[config.mk]
export PLATFORM = sky130hd
export DESIGN_NAME = hp_host_port
export DESIGN_NICKNAME = d
export VERILOG_FILES = /design/src/rtl/hp_pkg.sv /design/src/rtl/hp_sync.sv /design/src/rtl/hp_strobe.sv /design/src/rtl/hp_regbank.sv /design/src/rtl/hp_drive_ctl.sv /design/src/rtl/hp_host_port.sv
export SDC_FILE = /design/constraint.sdc
export NUM_CORES = 1
export LEC_CHECK = 0
export BUFFER_PORTS_ARGS = -buffer_cell sky130_fd_sc_hd__buf_2
export CORE_ASPECT_RATIO = 2
export CORE_MARGIN = 1
export CORE_UTILIZATION = 40
export CTS_BUF_LIST = sky130_fd_sc_hd__clkbuf_2
export CTS_CLUSTER_DIAMETER = 120
export DETAILED_ROUTE_END_ITERATION = 8
export PLACE_DENSITY_LB_ADDON = 0.2
export SYNTH_ARGS = -nofsm -noshare
export SYNTH_HDL_FRONTEND = slang
export SYNTH_SLANG_ARGS = --single-unit
[constraint.sdc]
create_clock -name clk -period 6.8 [get_ports clk]
set_input_delay 1.36 -clock clk [delete_from_list [all_inputs] [get_ports clk]]
set_output_delay 1.36 -clock clk [all_outputs]
set_load 0.005 [all_outputs]
[src/rtl/hp_pkg.sv]
package hp_pkg;

    localparam int BUS_W     = 8;
    localparam int SOFT_REG  = 0;
    localparam int DRIVE_REG = 19;
    localparam int SOFT_FULL = 0;
    localparam int SOFT_DP   = 1;

    typedef struct packed {
        logic             cs_n;
        logic             wr_n;
        logic             rd_n;
        logic             sel;
        logic             oe_n;
        logic [BUS_W-1:0] data;
    } pin_sample_t;

    localparam pin_sample_t IDLE_SAMPLE = '{
        cs_n: 1'b1, wr_n: 1'b1, rd_n: 1'b1, sel: 1'b0, oe_n: 1'b1, data: '0
    };

    function automatic logic [BUS_W-1:0] reg_default(input int idx);
        case (idx)
            1:       return 8'h02;
            6:       return 8'h02;
            9:       return 8'h80;
            17:      return 8'h80;
            default: return 8'h00;
        endcase
    endfunction

endpackage

[src/rtl/hp_sync.sv]
module hp_sync #(
    parameter int             W       = 8,
    parameter int             STAGES  = 2,
    parameter logic [W-1:0]   RST_VAL = '0
) (
    input  logic         clk,
    input  logic         rst,
    input  logic [W-1:0] d,
    output logic [W-1:0] q_cur,
    output logic [W-1:0] q_prev
);
    localparam int DEPTH = STAGES + 1;

    logic [W-1:0] chain [DEPTH];

    always_ff @(posedge clk) begin
        if (rst) begin
            for (int i = 0; i < DEPTH; i++) chain[i] <= RST_VAL;
        end else begin
            chain[0] <= d;
            for (int i = 1; i < DEPTH; i++) chain[i] <= chain[i-1];
        end
    end

    assign q_cur  = chain[STAGES-1];
    assign q_prev = chain[STAGES];
endmodule

[src/rtl/hp_strobe.sv]
module hp_strobe #(
    parameter int MIN_PULSE  = 2,
    parameter bit ON_RELEASE = 1'b1
) (
    input  logic clk,
    input  logic rst,
    input  logic act_now,
    input  logic act_prev,
    output logic qual
);
    localparam int CNT_W = $clog2(MIN_PULSE + 1);

    logic [CNT_W-1:0] run_cnt;

    always_ff @(posedge clk) begin
        if (rst) begin
            run_cnt <= '0;
        end else if (act_now) begin
            if (run_cnt != CNT_W'(MIN_PULSE)) run_cnt <= run_cnt + 1'b1;
        end else begin
            run_cnt <= '0;
        end
    end

    generate
        if (ON_RELEASE) begin : g_release
            assign qual = !act_now && act_prev && (run_cnt >= CNT_W'(MIN_PULSE));
        end else begin : g_hold
            assign qual = act_now && (run_cnt >= CNT_W'(MIN_PULSE - 1));
            if (MIN_PULSE >= 2) begin : g_chk
                AST_HOLD_NEEDS_HISTORY: assert property (@(posedge clk) disable iff (rst)
                    qual |-> act_prev);
            end
        end
    endgenerate
endmodule

[src/rtl/hp_regbank.sv]
module hp_regbank
    import hp_pkg::*;
#(
    parameter int NUM_REGS = 20
) (
    input  logic                      clk,
    input  logic                      rst,
    input  logic                      wr_en,
    input  logic [BUS_W-1:0]          idx,
    input  logic [BUS_W-1:0]          wr_data,
    output logic [BUS_W-1:0]          rd_data,
    output logic [NUM_REGS*BUS_W-1:0] image,
    output logic                      dp_reset
);
    localparam int IDX_W = $clog2(NUM_REGS);

    function automatic logic [NUM_REGS*BUS_W-1:0] def_image();
        logic [NUM_REGS*BUS_W-1:0] v;
        v = '0;
        for (int i = 0; i < NUM_REGS; i++) v[i*BUS_W +: BUS_W] = reg_default(i);
        return v;
    endfunction

    localparam logic [NUM_REGS*BUS_W-1:0] DEF_IMAGE = def_image();

    logic [BUS_W-1:0] regs [NUM_REGS];
    logic             dp_q;
    logic             in_range;

    assign in_range = (idx < BUS_W'(NUM_REGS));

    always_ff @(posedge clk) begin
        if (rst) begin
            for (int i = 0; i < NUM_REGS; i++) regs[i] <= reg_default(i);
            dp_q <= 1'b0;
        end else begin
            dp_q <= 1'b0;
            if (dp_q) begin
                if (regs[SOFT_REG][SOFT_FULL]) begin
                    for (int i = 0; i < NUM_REGS; i++) regs[i] <= reg_default(i);
                end else begin
                    regs[SOFT_REG][SOFT_DP]   <= 1'b0;
                    regs[SOFT_REG][SOFT_FULL] <= 1'b0;
                end
            end
            if (wr_en && in_range) begin
                regs[idx[IDX_W-1:0]] <= wr_data;
                if (idx == BUS_W'(SOFT_REG))
                    dp_q <= wr_data[SOFT_DP] | wr_data[SOFT_FULL];
            end
        end
    end

    assign rd_data  = in_range ? regs[idx[IDX_W-1:0]] : '0;
    assign dp_reset = dp_q;

    generate
        for (genvar g = 0; g < NUM_REGS; g++) begin : g_image
            assign image[g*BUS_W +: BUS_W] = regs[g];
        end
    endgenerate

    AST_DP_SINGLE_CYCLE: assert property (@(posedge clk) disable iff (rst)
        dp_q |=> !dp_q);
    AST_SOFT_BITS_CLEAR: assert property (@(posedge clk) disable iff (rst)
        dp_q |=> (regs[SOFT_REG][1:0] == 2'b00));
    AST_FULL_RESTORE: assert property (@(posedge clk) disable iff (rst)
        (dp_q && regs[SOFT_REG][SOFT_FULL]) |=> (image == DEF_IMAGE));
    AST_HIGH_ADDR_DROPPED: assert property (@(posedge clk) disable iff (rst)
        (wr_en && !in_range && !dp_q) |=> $stable(image));
endmodule

[src/rtl/hp_drive_ctl.sv]
module hp_drive_ctl #(
    parameter int GROUPS = 8
) (
    input  logic              clk,
    input  logic              rst,
    input  logic              oe_n_s,
    input  logic [GROUPS-1:0] hiz_mask,
    output logic [GROUPS-1:0] drive_en
);
    always_ff @(posedge clk) begin
        if (rst)         drive_en <= '0;
        else if (oe_n_s) drive_en <= '0;
        else             drive_en <= ~hiz_mask;
    end
endmodule

[src/rtl/hp_host_port.sv]
module hp_host_port
    import hp_pkg::*;
#(
    parameter int NUM_REGS  = 20,
    parameter int MIN_PULSE = 2
) (
    input  logic                      clk,
    input  logic                      rst,
    input  logic                      host_cs_n,
    input  logic                      host_wr_n,
    input  logic                      host_rd_n,
    input  logic                      host_sel,
    input  logic [7:0]                host_din,
    output logic [7:0]                host_dout,
    output logic                      host_dout_en,
    input  logic                      out_en_n,
    output logic [7:0]                drive_en,
    output logic                      dp_reset,
    output logic [NUM_REGS*8-1:0]     cfg_image
);
    localparam int SMP_W = $bits(pin_sample_t);

    pin_sample_t      raw, s_cur, s_prev;
    logic [SMP_W-1:0] cur_vec, prev_vec;
    logic             wr_fire, rd_fire, commit;
    logic [BUS_W-1:0] addr_q, cmd_rd;

    assign raw = '{cs_n: host_cs_n, wr_n: host_wr_n, rd_n: host_rd_n,
                   sel: host_sel, oe_n: out_en_n, data: host_din};

    hp_sync #(.W(SMP_W), .STAGES(2), .RST_VAL(IDLE_SAMPLE)) u_sync (
        .clk    (clk),
        .rst    (rst),
        .d      (raw),
        .q_cur  (cur_vec),
        .q_prev (prev_vec)
    );

    assign s_cur  = pin_sample_t'(cur_vec);
    assign s_prev = pin_sample_t'(prev_vec);

    hp_strobe #(.MIN_PULSE(MIN_PULSE), .ON_RELEASE(1'b1)) u_wr_strobe (
        .clk      (clk),
        .rst      (rst),
        .act_now  (!s_cur.wr_n),
        .act_prev (!s_prev.wr_n),
        .qual     (wr_fire)
    );

    hp_strobe #(.MIN_PULSE(MIN_PULSE), .ON_RELEASE(1'b0)) u_rd_strobe (
        .clk      (clk),
        .rst      (rst),
        .act_now  (!s_cur.cs_n && !s_cur.rd_n),
        .act_prev (!s_prev.cs_n && !s_prev.rd_n),
        .qual     (rd_fire)
    );

    assign commit = wr_fire && !s_prev.cs_n;

    always_ff @(posedge clk) begin
        if (rst)                       addr_q <= '0;
        else if (commit && !s_prev.sel) addr_q <= s_prev.data;
    end

    hp_regbank #(.NUM_REGS(NUM_REGS)) u_regs (
        .clk      (clk),
        .rst      (rst),
        .wr_en    (commit && s_prev.sel),
        .idx      (addr_q),
        .wr_data  (s_prev.data),
        .rd_data  (cmd_rd),
        .image    (cfg_image),
        .dp_reset (dp_reset)
    );

    hp_drive_ctl #(.GROUPS(8)) u_drive (
        .clk      (clk),
        .rst      (rst),
        .oe_n_s   (s_cur.oe_n),
        .hiz_mask (cfg_image[DRIVE_REG*8 +: 8]),
        .drive_en (drive_en)
    );

    assign host_dout_en = rd_fire;
    assign host_dout    = rd_fire ? (s_cur.sel ? cmd_rd : addr_q) : '0;

    AST_ADDR_KEPT_ON_CMD: assert property (@(posedge clk) disable iff (rst)
        (commit && s_prev.sel) |=> $stable(addr_q));
    AST_READ_QUALIFIED: assert property (@(posedge clk) disable iff (rst)
        host_dout_en |-> (!s_prev.rd_n && !s_prev.cs_n));
    AST_CS_GATES_WRITE: assert property (@(posedge clk) disable iff (rst)
        (wr_fire && s_prev.cs_n && !dp_reset) |=> ($stable(addr_q) && $stable(cfg_image)));
    AST_HIZ_AFTER_OE: assert property (@(posedge clk) disable iff (rst)
        s_prev.oe_n |-> (drive_en == 8'h00));
    AST_HIGH_ADDR_READ_ZERO: assert property (@(posedge clk) disable iff (rst)
        (host_dout_en && s_cur.sel && (addr_q >= 8'(NUM_REGS))) |-> (host_dout == 8'h00));
endmodule

==> results_dict.tcl <==
set metrics [dict create \
    status "finished clean" \
    ctsHoldBuffers 0 \
    crit_buf_inv 3 \
    ys_seq_area_share_pct 67.84 \
    cp-end-kind "output pin" \
    die_area_um2 33750 \
    yosysTopAreaCell "edfxtp_1" \
    area_delta_synth_final_pct 18.08 \
    path_cells "buf_4 -> buf_4 -> mux2i_1 -> mux4_2 -> mux2i_1 -> nor2_1 -> o21ai_1 -> buf_2" \
    top_layer "met4" \
    route.vias.total 8245 \
    cts_max_level 3 \
    drt_iter0_drc 498 \
    timing.fmax_mhz 187.6 \
    hold_viol 0 \
    p_per_area_nw_per_um2 227.0 \
    final_cell_mix "256 x edfxtp_1, 192 x buf_2, 157 x and2_1, 115 x clkbuf_2, 96 x conb_1" \
    die_w_um 130.4 \
    r2r_start "u_wr_strobe.run_cnt[0]" \
    worstPathRequired_ps 5440 \
    clkLatencyLatePin_ps 950 \
    postRouteAntennaNets 0 \
    setup_viol 0 \
    fillerInstances 2992 \
    min-delay-path-class "register to register" \
    syn-mean-instance-area_um2 15.16 \
    rr_worst_depth 6 \
    crit_type "register to output pin" \
    post_cts_resized 0 \
    via_per_inst 4.899 \
    hold_start "u_sync.chain[0][12]" \
    final_common_cell "edfxtp_1" \
    fin_skew_ps 55.31 \
    grt-ovfl-total 0 \
    grt_max_degree 52 \
    clockBufferDepth 3 \
    start_util_pct 40.78 \
    nets 1212 \
    ir_worst_vdd_v 0.0001184 \
    grt_antenna_before_repair 2 \
    clk_pin_slew_worst_paths_ps 100 \
    drive_gt1_share_pct 33.20 \
    worstSetupStartpointType "register" \
    cts_root_buffer "clkbuf_2" \
    core_area_um2 32350 \
    hold_ws_ps 417.5 \
    globalplace.congestion 0.8328 \
    max_slew.worst_pin.slew_ps 1229 \
    timing.final.crit_share_pct 78.39 \
    dr_wl_met2_um 19680 \
    max_stage_delay_ps 840 \
    cts_setup_buffers 0 \
    rsz0062_at_grt "no" \
    drc 0 \
    netlist_area_um2 13190 \
    worstHoldEndpoint "u_sync.chain[0][25]" \
    path_max_fanout 35 \
    wl_per_cell_um 21.39 \
    clkSinkCount 319 \
    die_y_um 258.8 \
    synth_warnings 0 \
    cpLargestDelayFamily "buffers and inverters" \
    fin_crit_ps 5330 \
    drt-met1-wl_um 12230 \
    synth.ff_latch_count 319 \
    maxCapViolCount 0 \
    grt_util_all_layers_pct 22.06 \
    r2r_slack_ps 3570 \
    met3_length_um 1886 \
    wl_um 36010 \
    slew-limit-headroom_pct 17.21 \
    synth_cell_types 39 \
    place.port_buffers 192 \
    tns_ps 0 \
    ys_top_cells_by_area "edfxtp_1 58%, dfxtp_1 9.6%, mux4_2 9.0%" \
    leakage_nw 6.105 \
    hold_depth 1 \
    grt_pass1_vias 8460 \
    slowest_stage "dfxtp_4" \
    yosysTopAreaCellShare_pct 58.28 \
    tritoncts "built" \
    drv_slew 0 \
    drtPass1Iterations 5 \
    grt_pass1_wl_um 51790 \
    synthCells 870 \
    dpl.hpwl_um 25420 \
    rows 93 \
    cp.arrival_ps 3970 \
    numCtsBuffers 72 \
    ios 193 \
    r2r_end "u_regs.regs[18][1]" \
]
[worst register-to-register path: stages, from the launching register on]
cell and delay [ps]:
dfxtp_1 350, inv_1 60, ha_1 220, nor2_1 120, nor4b_4 400, nand3_1 530, o21ai_0 1150
[cell usage after synthesis]
library cell and instances:
a211oi_1 7, a21o_1 7, a21oi_1 16, a2bb2oi_1 7, a311o_1 1, and2_1 157
and3b_1 1, buf_1 2, buf_12 1, buf_2 8, buf_4 6, buf_6 3
clkbuf_1 38, conb_1 1, dfxtp_1 63, edfxtp_1 256, ha_1 3, inv_1 10
mux2i_1 47, mux4_2 53, nand2_1 15, nand2b_1 1, nand3_1 11, nand3_2 2
nand4_1 1, nor2_1 50, nor2_2 5, nor2b_1 29, nor3_1 4, nor4_1 3
nor4b_4 1, o21ai_0 29, o21ai_1 1, o22ai_1 7, or2_2 11, or3_1 9
or3b_2 1, or3b_4 1, xor2_1 2
[power breakdown]
| group | internal, mW | leakage (nW) | switching [mW] | total [mW] |
|---|---|---|---|---|
| clock | 0.444 | 0.519 | 0.737 | 1.18 |
| combinational | 0.0572 | 2.46 | 0.0766 | 0.134 |
| sequential | 2.18 | 3.12 | 0.0462 | 2.22 |
[registers in the layout, indices dropped and copies added, names as in the netlist, named ones only]
signal	count
u_regs.dp_reset	1
u_sync.chain	37
u_regs.regs	256
u_rd_strobe.run_cnt	2
u_drive.drive_en	8
addr_q	8
u_wr_strobe.run_cnt	2
[metrics by stage]
step,utilization (%),setup WS [ps],total power [mW],instances,area (um2)
final,48.15,1470,3.536,1683,15580
after floorplan,-,3626,2.312,965,13550
after global placement,46.14,2341,2.400,1547,14920
after detailed placement,46.14,2309,2.403,1547,14920
after CTS,48.10,1265,3.585,1677,15560
after global routing,48.15,1112,3.697,1683,15580
[worst max path at each step]
stage,to,startpoint,slack (ps),cells past startpoint
3_3_place_gp,host_dout[7],register,2340,8
3_5_place_dp,host_dout[7],register,2310,8
2_1_floorplan,u_regs.regs[12][0],rst,3630,5
6_report,host_dout[2],register,1470,8
5_1_grt,host_dout[7],register,1110,8
4_1_cts,host_dout[7],register,1260,8
[cell type report]
cell class	instances	area (um2)	share of cell area, %
diodes	6	15.01	0.09639
clock buffers	115	575.6	3.695
clock inverters	15	61.31	0.3936
inverters	10	37.54	0.2410
multi-input cells	578	4277	27.46
flip-flops and latches	319	8957	57.51
well taps	427	534.3	3.430
repair buffers	213	1119	7.181
[metal layers]
layer	vias to the layer above	GRT usage, %
li1	3794	-
met1	4056	22.24
met4	0	14.37
met5	-	0
met3	92	4.686
met2	303	40.03
[cells by family after synthesis]
| family | Yosys count | share of synthesized area (%) |
|---|---|---|
| xor gates and xnor gates | 2 | 0.1328 |
| other | 1 | 0.02843 |
| DFF | 319 | 67.84 |
| buffers and inverters | 68 | 2.476 |
| AOI/OAI and AO/OA | 75 | 3.415 |
| muxes | 100 | 12.61 |
| adders and majority gates | 3 | 0.2846 |
| and+or+nand+nor | 302 | 13.21 |
Note: power is estimated with default switching activity, not from simulation.
